## config.mk

```make
export PLATFORM = sky130hd
export DESIGN_NAME = wwdt_top
export DESIGN_NICKNAME = d
export VERILOG_FILES = /design/src/rtl/wwdt_pkg.sv /design/src/rtl/wwdt_period_dec.sv /design/src/rtl/wwdt_key_chk.sv /design/src/rtl/wwdt_counter.sv /design/src/rtl/wwdt_top.sv
export SDC_FILE = /design/constraint.sdc
export NUM_CORES = 1
export LEC_CHECK = 0
export CORE_MARGIN = 2
export CORE_UTILIZATION = 50
export CTS_CLUSTER_SIZE = 12
export DETAILED_ROUTE_END_ITERATION = 6
export PLACE_DENSITY = 0.74
export RECOVER_POWER = 25
export SYNTH_ARGS = -nofsm -noshare
export SYNTH_HDL_FRONTEND = slang
export SYNTH_SLANG_ARGS = --single-unit
```

## constraint.sdc

```tcl
create_clock -name clk_i -period 3.55 [get_ports clk_i]
set_clock_uncertainty 0.2 [all_clocks]
set_input_delay 0.71 -clock clk_i [delete_from_list [all_inputs] [get_ports clk_i]]
set_output_delay 0.71 -clock clk_i [all_outputs]
set_load 0.05 [all_outputs]
```

## src/rtl/wwdt_pkg.sv

```systemverilog
package wwdt_pkg;
  localparam int unsigned CNT_W = 16;
  localparam int unsigned KEY_W = 8;

  // period exponent per select code; 10, 12 and 15 are not offered
  function automatic int unsigned sel_exp(logic [2:0] sel);
    case (sel)
      3'd0: return 6;
      3'd1: return 7;
      3'd2: return 8;
      3'd3: return 9;
      3'd4: return 11;
      3'd5: return 13;
      3'd6: return 14;
      default: return 16;
    endcase
  endfunction
endpackage

```

## src/rtl/wwdt_period_dec.sv

```systemverilog
module wwdt_period_dec #(
  parameter int unsigned CNT_W = wwdt_pkg::CNT_W
) (
  input  logic [2:0]       sel_i,
  output logic [CNT_W-1:0] last_o,
  output logic [CNT_W-1:0] win_lo_o,
  output logic [CNT_W-1:0] win_hi_o
);
  localparam int unsigned PW = CNT_W + 1;

  logic [PW-1:0] period;

  always_comb begin
    period   = PW'(1) << wwdt_pkg::sel_exp(sel_i);
    last_o   = CNT_W'(period - PW'(1));
    win_lo_o = CNT_W'(period >> 1);
    win_hi_o = CNT_W'((period >> 1) + (period >> 2));
  end
endmodule

```

## src/rtl/wwdt_key_chk.sv

```systemverilog
module wwdt_key_chk #(
  parameter int unsigned CNT_W = wwdt_pkg::CNT_W,
  parameter int unsigned KEY_W = wwdt_pkg::KEY_W,
  parameter logic [KEY_W-1:0] KEY = 8'hAC
) (
  input  logic             wr_en_i,
  input  logic [KEY_W-1:0] wr_data_i,
  input  logic [CNT_W-1:0] cnt_i,
  input  logic [CNT_W-1:0] win_lo_i,
  input  logic [CNT_W-1:0] win_hi_i,
  output logic             clr_ok_o,
  output logic             viol_o
);
  logic key_match, in_window;

  assign key_match = (wr_data_i == KEY);
  assign in_window = (cnt_i >= win_lo_i) && (cnt_i < win_hi_i);
  assign clr_ok_o  = wr_en_i && key_match && !in_window;
  assign viol_o    = wr_en_i && (!key_match || in_window);
endmodule

```

## src/rtl/wwdt_counter.sv

```systemverilog
module wwdt_counter #(
  parameter int unsigned CNT_W = wwdt_pkg::CNT_W
) (
  input  logic             clk_i,
  input  logic             rst_ni,
  input  logic             wr_i,
  input  logic [CNT_W-1:0] last_i,
  output logic [CNT_W-1:0] cnt_o,
  output logic [CNT_W-1:0] cnt_next_o,
  output logic             ovf_o
);
  logic [CNT_W-1:0] cnt_q;

  // any write restarts: a valid clear or a fault
  assign ovf_o      = !wr_i && (cnt_q >= last_i);
  assign cnt_next_o = (wr_i || ovf_o) ? '0 : cnt_q + CNT_W'(1);
  assign cnt_o      = cnt_q;

  always_ff @(posedge clk_i or negedge rst_ni) begin
    if (!rst_ni) cnt_q <= '0;
    else         cnt_q <= cnt_next_o;
  end
endmodule

```

## src/rtl/wwdt_top.sv

```systemverilog
module wwdt_top #(
  parameter int unsigned CNT_W = wwdt_pkg::CNT_W,
  parameter int unsigned KEY_W = wwdt_pkg::KEY_W,
  parameter logic [KEY_W-1:0] KEY = 8'hAC
) (
  input  logic             clk_i,
  input  logic             rst_ni,
  input  logic [2:0]       sel_i,
  input  logic             wr_en_i,
  input  logic [KEY_W-1:0] wr_data_i,
  input  logic             flag_clr_i,
  output logic             wdt_rst_o,
  output logic             irq_flag_o
);
  logic [CNT_W-1:0] last_cnt, win_lo, win_hi, cnt_q, cnt_next;
  logic clr_ok, viol, ovf, restart;
  logic rst_q, flag_q;

  wwdt_period_dec #(.CNT_W(CNT_W)) dec_i (
    .sel_i    (sel_i),
    .last_o   (last_cnt),
    .win_lo_o (win_lo),
    .win_hi_o (win_hi)
  );

  wwdt_key_chk #(.CNT_W(CNT_W), .KEY_W(KEY_W), .KEY(KEY)) key_i (
    .wr_en_i   (wr_en_i),
    .wr_data_i (wr_data_i),
    .cnt_i     (cnt_q),
    .win_lo_i  (win_lo),
    .win_hi_i  (win_hi),
    .clr_ok_o  (clr_ok),
    .viol_o    (viol)
  );

  wwdt_counter #(.CNT_W(CNT_W)) cnt_i (
    .clk_i      (clk_i),
    .rst_ni     (rst_ni),
    .wr_i       (wr_en_i),
    .last_i     (last_cnt),
    .cnt_o      (cnt_q),
    .cnt_next_o (cnt_next),
    .ovf_o      (ovf)
  );

  assign restart = clr_ok || viol || ovf;

  always_ff @(posedge clk_i or negedge rst_ni) begin
    if (!rst_ni) begin
      rst_q  <= 1'b0;
      flag_q <= 1'b0;
    end else begin
      rst_q <= viol || ovf;
      if (restart)                 flag_q <= 1'b0;
      else if (cnt_next == win_hi) flag_q <= 1'b1;  // set beats clear
      else if (flag_clr_i)         flag_q <= 1'b0;
    end
  end

  assign wdt_rst_o  = rst_q;
  assign irq_flag_o = flag_q;
endmodule

```

Yosys cells after proc, flatten, opt, wreduce, memory -nomap -nowiden
Cells that the tools add are included.

cells by class
  order comparisons = 3
  equality and inequality tests = 8
  multiplexer cells = 5
  shift-type cells = 1
  add/subtract/negate cells = 3
  reductions and logical operators = 15

operator list
  cell                     number
  $pmux W5 S7              1
  $ge A16 B16 Y1           2
  $shl A1 B5 Y17 const A   1
  $add A16 B1 Y16 const B  1
  $add A16 B15 Y16         1
  $eq A16 B16 Y1           1
  $lt A16 B16 Y1           1
  $mux W16                 1
  $sub A16 B1 Y16 const B  1
  $eq A3 B3 Y1 const B     3
  $eq A8 B8 Y1 const B     1
  $eq A3 B2 Y1 const B     2
  $logic_and A1 B1 Y1      5
  $logic_or A1 B1 Y1       5
  $eq A3 B1 Y1 const B     1
  $logic_not A1 Y1         3
  $logic_not A3 Y1         1
  $mux W1                  3
  $reduce_bool A3 Y1       1

word-level totals
  logic and storage cells = 38
  output and inout port bits = 2
  input port bits = 15
  register bits = 18

Logic depth before layout (Yosys ltp)
  word-level depth = 11
  depth in mapped cells = 20
  gate-level depth less buffers = 20

Hierarchy
A second synthesis with hierarchy kept.

second synthesis, totals
  cells, all modules = 403
  area total of the unflattened synthesis = 3,265.6 µm²

by module, submodules not included
  module           area each (µm²)  times used  cells each  sequential area each (µm²)
  wwdt_counter     1,184.9          1           125         400.4
  wwdt_period_dec  1,001.0          1           135         0.0
  wwdt_key_chk     833.3            1           117         0.0
  wwdt_top         246.5            1           26          50.0

Least setup slack after synthesis
No wires, ideal clock.

  path kind = input-to-reg
  start = in sel_i[1]
  end = reg flag_q (netlist: irq_flag_o)
  setup slack = -0.657 ns
  required time = 3.274 ns
  stages on the path = 17
  arrival = 3.931 ns
  buffers on the path = 2
  cells stage by stage = clkbuf_1 > nor3b_1 > inv_1 > ha_1 > nand2_1 > nand2_1 > a21boi_0 > nand2_1 > xnor2_1 > ha_1 > and4_1 > and2_0 > a22oi_1 > nand3_1 > buf_6 > or3b_2 > o21ai_1

on the way
  cells in the longest elaborated chain, start to end = 11
  elaborated cells between the ends (all ways) = 28
  those cells by class = 2 x add/sub; 3 x order compare; 7 x eq/ne; 1 x shift; 4 x mux; 11 x reduce/logical

RTL lines
  item                                                         RTL line                                      source
  from (decl)                                                  wwdt_top.sv:8                                 input logic [2:0] sel_i,
  $eq A3 B3 Y1, or another cell as far along                   wwdt_pkg.sv:7                                 case (sel)
  $pmux W5 S7 *                                                wwdt_pkg.sv:7
  $shl A1 B5 Y17 *                                             wwdt_period_dec.sv:14                         period = PW'(1) << wwdt_pkg::sel_exp(sel_i);
  $sub A16 B1 Y16 / $add A16 B15 Y16 (equally long branches)   wwdt_period_dec.sv:15, wwdt_period_dec.sv:17
  $ge A16 B16 Y1 / $lt A16 B16 Y1 (equally long branches)      wwdt_counter.sv:15, wwdt_key_chk.sv:17
  $logic_and A1 B1 Y1 (on tied branches)                       wwdt_counter.sv:15, wwdt_key_chk.sv:17
  $logic_or A1 B1 Y1, or another cell as far along             wwdt_counter.sv:16                            assign cnt_next_o = (wr_i || ovf_o) ? '0 : cnt_q + CNT_W'(1);
  $mux W16, or another cell as far along                       wwdt_counter.sv:16
  $eq A16 B16 Y1 / $logic_or A1 B1 Y1 (equally long branches)  wwdt_top.sv:55, wwdt_top.sv:46
  $mux W1 / $logic_or A1 B1 Y1 (equally long branches)         wwdt_top.sv:55, wwdt_top.sv:46
  $mux W1 / $reduce_bool A3 Y1 (equally long branches)         -
  to (signal assigned)                                         wwdt_top.sv:54                                if (restart) flag_q <= 1'b0;
  to (signal assigned)                                         wwdt_top.sv:55                                else if (cnt_next == win_hi) flag_q <= 1'b1;
  to (signal assigned)                                         wwdt_top.sv:56                                else if (flag_clr_i) flag_q <= 1'b0;
  to (decl)                                                    wwdt_top.sv:17                                logic rst_q, flag_q;

Every way passes the cells marked *; elsewhere a longest branch is shown, timed or not.
A chain may end at the register's enable or synchronous reset.

Final worst setup path
  start = in sel_i[0]
  end = reg flag_q (netlist: irq_flag_o)

on the way
  cells in the longest elaborated chain, start to end = 11
  elaborated cells between the ends (all ways) = 28
  those cells by class = 2 x add/sub; 3 x order compare; 7 x eq/ne; 1 x shift; 4 x mux; 11 x reduce/logical

RTL lines
  item                                        RTL line               source
  $eq A3 B3 Y1, or another cell as far along  wwdt_pkg.sv:7
  $pmux W5 S7 *                               wwdt_pkg.sv:7
  $shl A1 B5 Y17 *                            wwdt_period_dec.sv:14
  $sub A16 B1 Y16 *                           wwdt_period_dec.sv:15  last_o = CNT_W'(period - PW'(1));
  $ge A16 B16 Y1 *                            wwdt_counter.sv:15     assign ovf_o = !wr_i && (cnt_q >= last_i);
  $logic_and A1 B1 Y1 *                       wwdt_counter.sv:15
  $logic_or A1 B1 Y1 *                        wwdt_counter.sv:16
  $mux W16 *                                  wwdt_counter.sv:16
  net cnt_i.cnt_next_o[12]                    wwdt_counter.sv:9      output logic [CNT_W-1:0] cnt_next_o,
  $eq A16 B16 Y1 *                            wwdt_top.sv:55
  $mux W1                                     wwdt_top.sv:55
  $mux W1                                     wwdt_top.sv:54

Mark *: on every way through the listed nets, which the timed path passes. The rest lies on a longest branch.

==> metrics.md <==
| Metric | Value |
|---|---|
| Final period utilization | 106% |
| All-layer global routing usage | 25.0% |
| Grt ovf | 0 |
| Total power per unit cell area | 173 mW/mm^2 |
| Signal arrival time at the worst endpoint | 3.74 ns |
| Worst r2r dst | wdt_rst_o$_DFF_PN0_ |
| Post-synthesis to final-layout area growth | 42.3% |
| First-pass iteration count of the detailed router | 4 |
| Number of global-route vias before repair | 3006 |
| Finish-stage setup viols | 2 |
| Synth top area cells | ha_1, dfrtp_1, xnor2_1, xor2_1, nor2_1 |
| Crit end category | flip-flop |
| Hold Path Sink | cnt_i.cnt_o[0]$_DFF_PN0_ |
| I/O pin cnt | 17 |
| Cell area after technology mapping | 0.00304 sq mm |
| Fin. max-slew vios | 0 |
| Min-Delay Path Class | flip-flop to flip-flop |
| Finished Cell Area | 0.00432 sq mm |
| Critical path data required time | about 3.5 ns |
| Half-perimeter wire length after placement | 6270 um |
| Final hold slack | 0.430 ns |
| Number of buffers inserted for hold repair after clock tree synthesis | 0 |
| Peak per-stage delay on the critical path | approximately 0.32 ns |
| Clock input transition at the sequential cells of the worst setup and hold paths | approximately 0.07 ns |
| Clock tree from TritonCTS | done |
| Vias/cell | roughly 5.4 |
| Unique cell type count in the Yosys netlist | 57 |
| Largest delay contributor family on the critical path | simple AND/OR/NAND/NOR gates |
| Prevailing post-synth register cell | dfrtp_1 |
| Overall via count from detail_route | 3052 |
| Starting density of the core | 51.6% |
| Highest attainable clock frequency | between 200 and 300 MHz |
| Std-Cell Core Area | 0.00589 sq mm |
| Post-Place Cell Area | 0.00388 sq mm |
| Wire length of the first global-routing pass | between 10000 and 15000 um |
| Final worst path period need | 3.76 ns |
| Critical-path cell with the highest stage delay | ha_1 |
| Number of buffers and inverters on the critical path | 6 |
| Proportion of layout cells with a drive suffix above 1 | between 20% and 30% |
| H-tree depth | 1 |
| I/O Buffers | 16 |
| Violations in the final reports | negative setup slack |
| Sink Count | 18 |
| Die Outline Area | between 0.006 and 0.007 sq mm |
| Placed insts | 539 |
| Synth Warn # | 0 |
| Area leader, netlist | ha_1 |
| Max FO, Critical Path | 8 |
| Leakage power summed over all cells | 2.14 nW |
| Largest net degree at the start of global routing | 19 |
| Die extent in y | roughly 82 um |
| Antenna violations before repair | 0 |
| Number of enable flip-flop cells after synthesis | 0 |
| Number of clock buffers inserted by TritonCTS | 3 |
| Root Driver | clkbuf_8 |
| Rows | 28 |
| Share of the synthesized area in the top cell type | a little under a third |
| Run status | complete, but fails checks |
| Critical Path, Cell by Cell | buf_8 > buf_6 > nor3b_4 > inv_2 > buf_6 > ha_1 > nand2_1 > a21boi_2 > xnor2_1 > ha_1 > buf_4 > nand2_1 > o21ai_1 > a22oi_2 > nand3_4 > buf_8 > nor2_4 > xor2_2 > nand4_1 > o21ai_1 |
| Least setup slack across all paths after layout | -0.214 ns |
| Final routed DRC violation total | 0 |
| Antenna diodes | 0 |
| Die width | between 80 and 90 um |
| Nature of the critical path startpoint | input pin |
| Clock tree buffer depth | 2 |
| Slew at the pin closest to its max-slew limit | 0.798 ns |
| Yosys reg bits | 18 |
| Worst R2R Start | cnt_i.cnt_o[0]$_DFF_PN0_ |
| Depth of the worst register-to-register path | 11 |
| List of most frequent post-synthesis cells | ha_1, nor2_1, xnor2_1 |
| Number of violations reported at the end of detailed-routing iteration 0 | 94 |
| RD Place Congestion | 0.901 |
| TNS Setup | -0.264 ns |
| Post-Layout Cell Count | 564 |
| Hold wc startpoint | cnt_i.cnt_o[0]$_DFF_PN0_ |
| Fraction of the yosys area taken by sequential cells | 14.8% |
| Path type of the worst setup path | input pin to flip-flop |
| Final routed wirelength across all metal layers | 8630 um |
| Post-Synthesis Cells | around 360 |
| Number of maximum-capacitance violations | 0 |
| Worst Hold Path Cells | 1 |
| Cell with the most instances after synthesis | ha_1 |
| Insertion delay to the later sink of the worst-skew pair | 0.25 ns |
| Final-report hold violation count | 0 |
| Worst rel slew slack | approximately 47% |
| Final layout net count | around 580 |
| Wirelength per Cell | 15.3 um |
| Setup repair after global routing missed its margin | yes |
| Antenna-violating nets left | 0 |
| Avg Cell Area, Syn | 8.46 sq um |
| Share of synthesized registers carrying an async set or reset | 100% |
| Reg-to-reg slack, setup | 0.67 ns |
| Maximum ir drop on the vdd rail | ~160 uV |
## what timing repair did
action                                  in CTS  in global routing
resized for setup                           41                 21
endpoints found under the setup margin      18                  4
gates cloned                                 0                  0
setup buffers                               18                  4
pin swaps                                   29                 30
## state kept, by name, indices dropped and copies added (netlist names)
register,count
wdt_rst_o,1
irq_flag_o,1
cnt_i.cnt_o,16
## metrics by stage
step           power, mW  utilization (%)  setup slack (ns)
6_report           0.749             73.4            -0.214
2_1_floorplan      0.421                -            -0.104
3_5_place_dp       0.537             66.0            -0.848
4_1_cts            0.714             70.8           -0.0121
3_3_place_gp       0.527             66.0            -0.729
5_1_grt            0.797             73.4            -0.410
## power by group
part	internal [mW]	leakage, nW	switching [mW]
sequential	0.209	0.247	0.00665
combinational	0.202	1.87	0.190
clock	0.0754	0.0216	0.0663
total	0.486	2.14	0.263
## layout by cell type (no fill, tap or decap), types with 3 or more instances in the layout
cell type        instances
xor2_1                  14
ha_4                     6
o2111ai_1                3
xor2_2                   3
and4_1                   3
o21ai_1                  7
o21ai_0                 10
buf_4                   70
ha_1                    69
nor2b_1                  3
nor2_1                  27
nor2_4                   3
clkbuf_8                 3
dfrtp_1                 18
a21o_1                  11
buf_8                    3
clkdlybuf4s50_1         12
nor2_2                   3
nand3b_1                 3
a21oi_2                  3
nand4_1                  8
o21a_1                   3
o211ai_1                 4
nor3_2                   3
xnor2_1                 24
buf_6                    5
conb_1                  42
inv_2                    3
nand3_1                 14
inv_1                   18
a21oi_1                 18
nor3_1                   4
nand2_1                 21
## area by class of cell
type,count,area [sq um]
clock buffers,3,41.3
fillers,417,1570
inverters,21,78.8
multi-input cells,355,2890
flip-flops and latches,18,450
well taps,75,93.8
repair buffers,92,762
## logic make-up after synthesis
kind of cell / after synthesis / synth area share [%]
flip-flops: 18 / 14.8
adder cells (fa/ha/maj): 76 / 31.6
buffers and inverters: 26 / 3.46
AND/OR/NAND/NOR: 113 / 19.1
multiplexers: 2 / 0.660
other: 2 / 0.247
XOR/XNOR: 43 / 12.9
AO/OA/AOI/OAI: 79 / 17.2
## metal layers
layer	track usage, %	vias to the layer above	wire length [um]
li1	-	1507	-
met1	28.2	1437	3570
met2	47.1	78	4420
met3	3.52	30	300
met4	9.33	0	346
met5	0	-	0
## worst max-delay path by stage
stage | from | endpoint | slack (ns) | depth (start not counted)
after floorplan | sel_i[1] | wdt_rst_o$_DFF_PN0_ | -0.10 | 16
after global placement | sel_i[0] | irq_flag_o$_DFFE_PN0P_ | -0.73 | 20
after detailed placement | sel_i[0] | irq_flag_o$_DFFE_PN0P_ | -0.85 | 19
after CTS | sel_i[2] | irq_flag_o$_DFFE_PN0P_ | -0.01 | 20
after global routing | sel_i[0] | irq_flag_o$_DFFE_PN0P_ | -0.41 | 20
final | sel_i[0] | irq_flag_o$_DFFE_PN0P_ | -0.21 | 20
(Power assumes the default switching activity.)
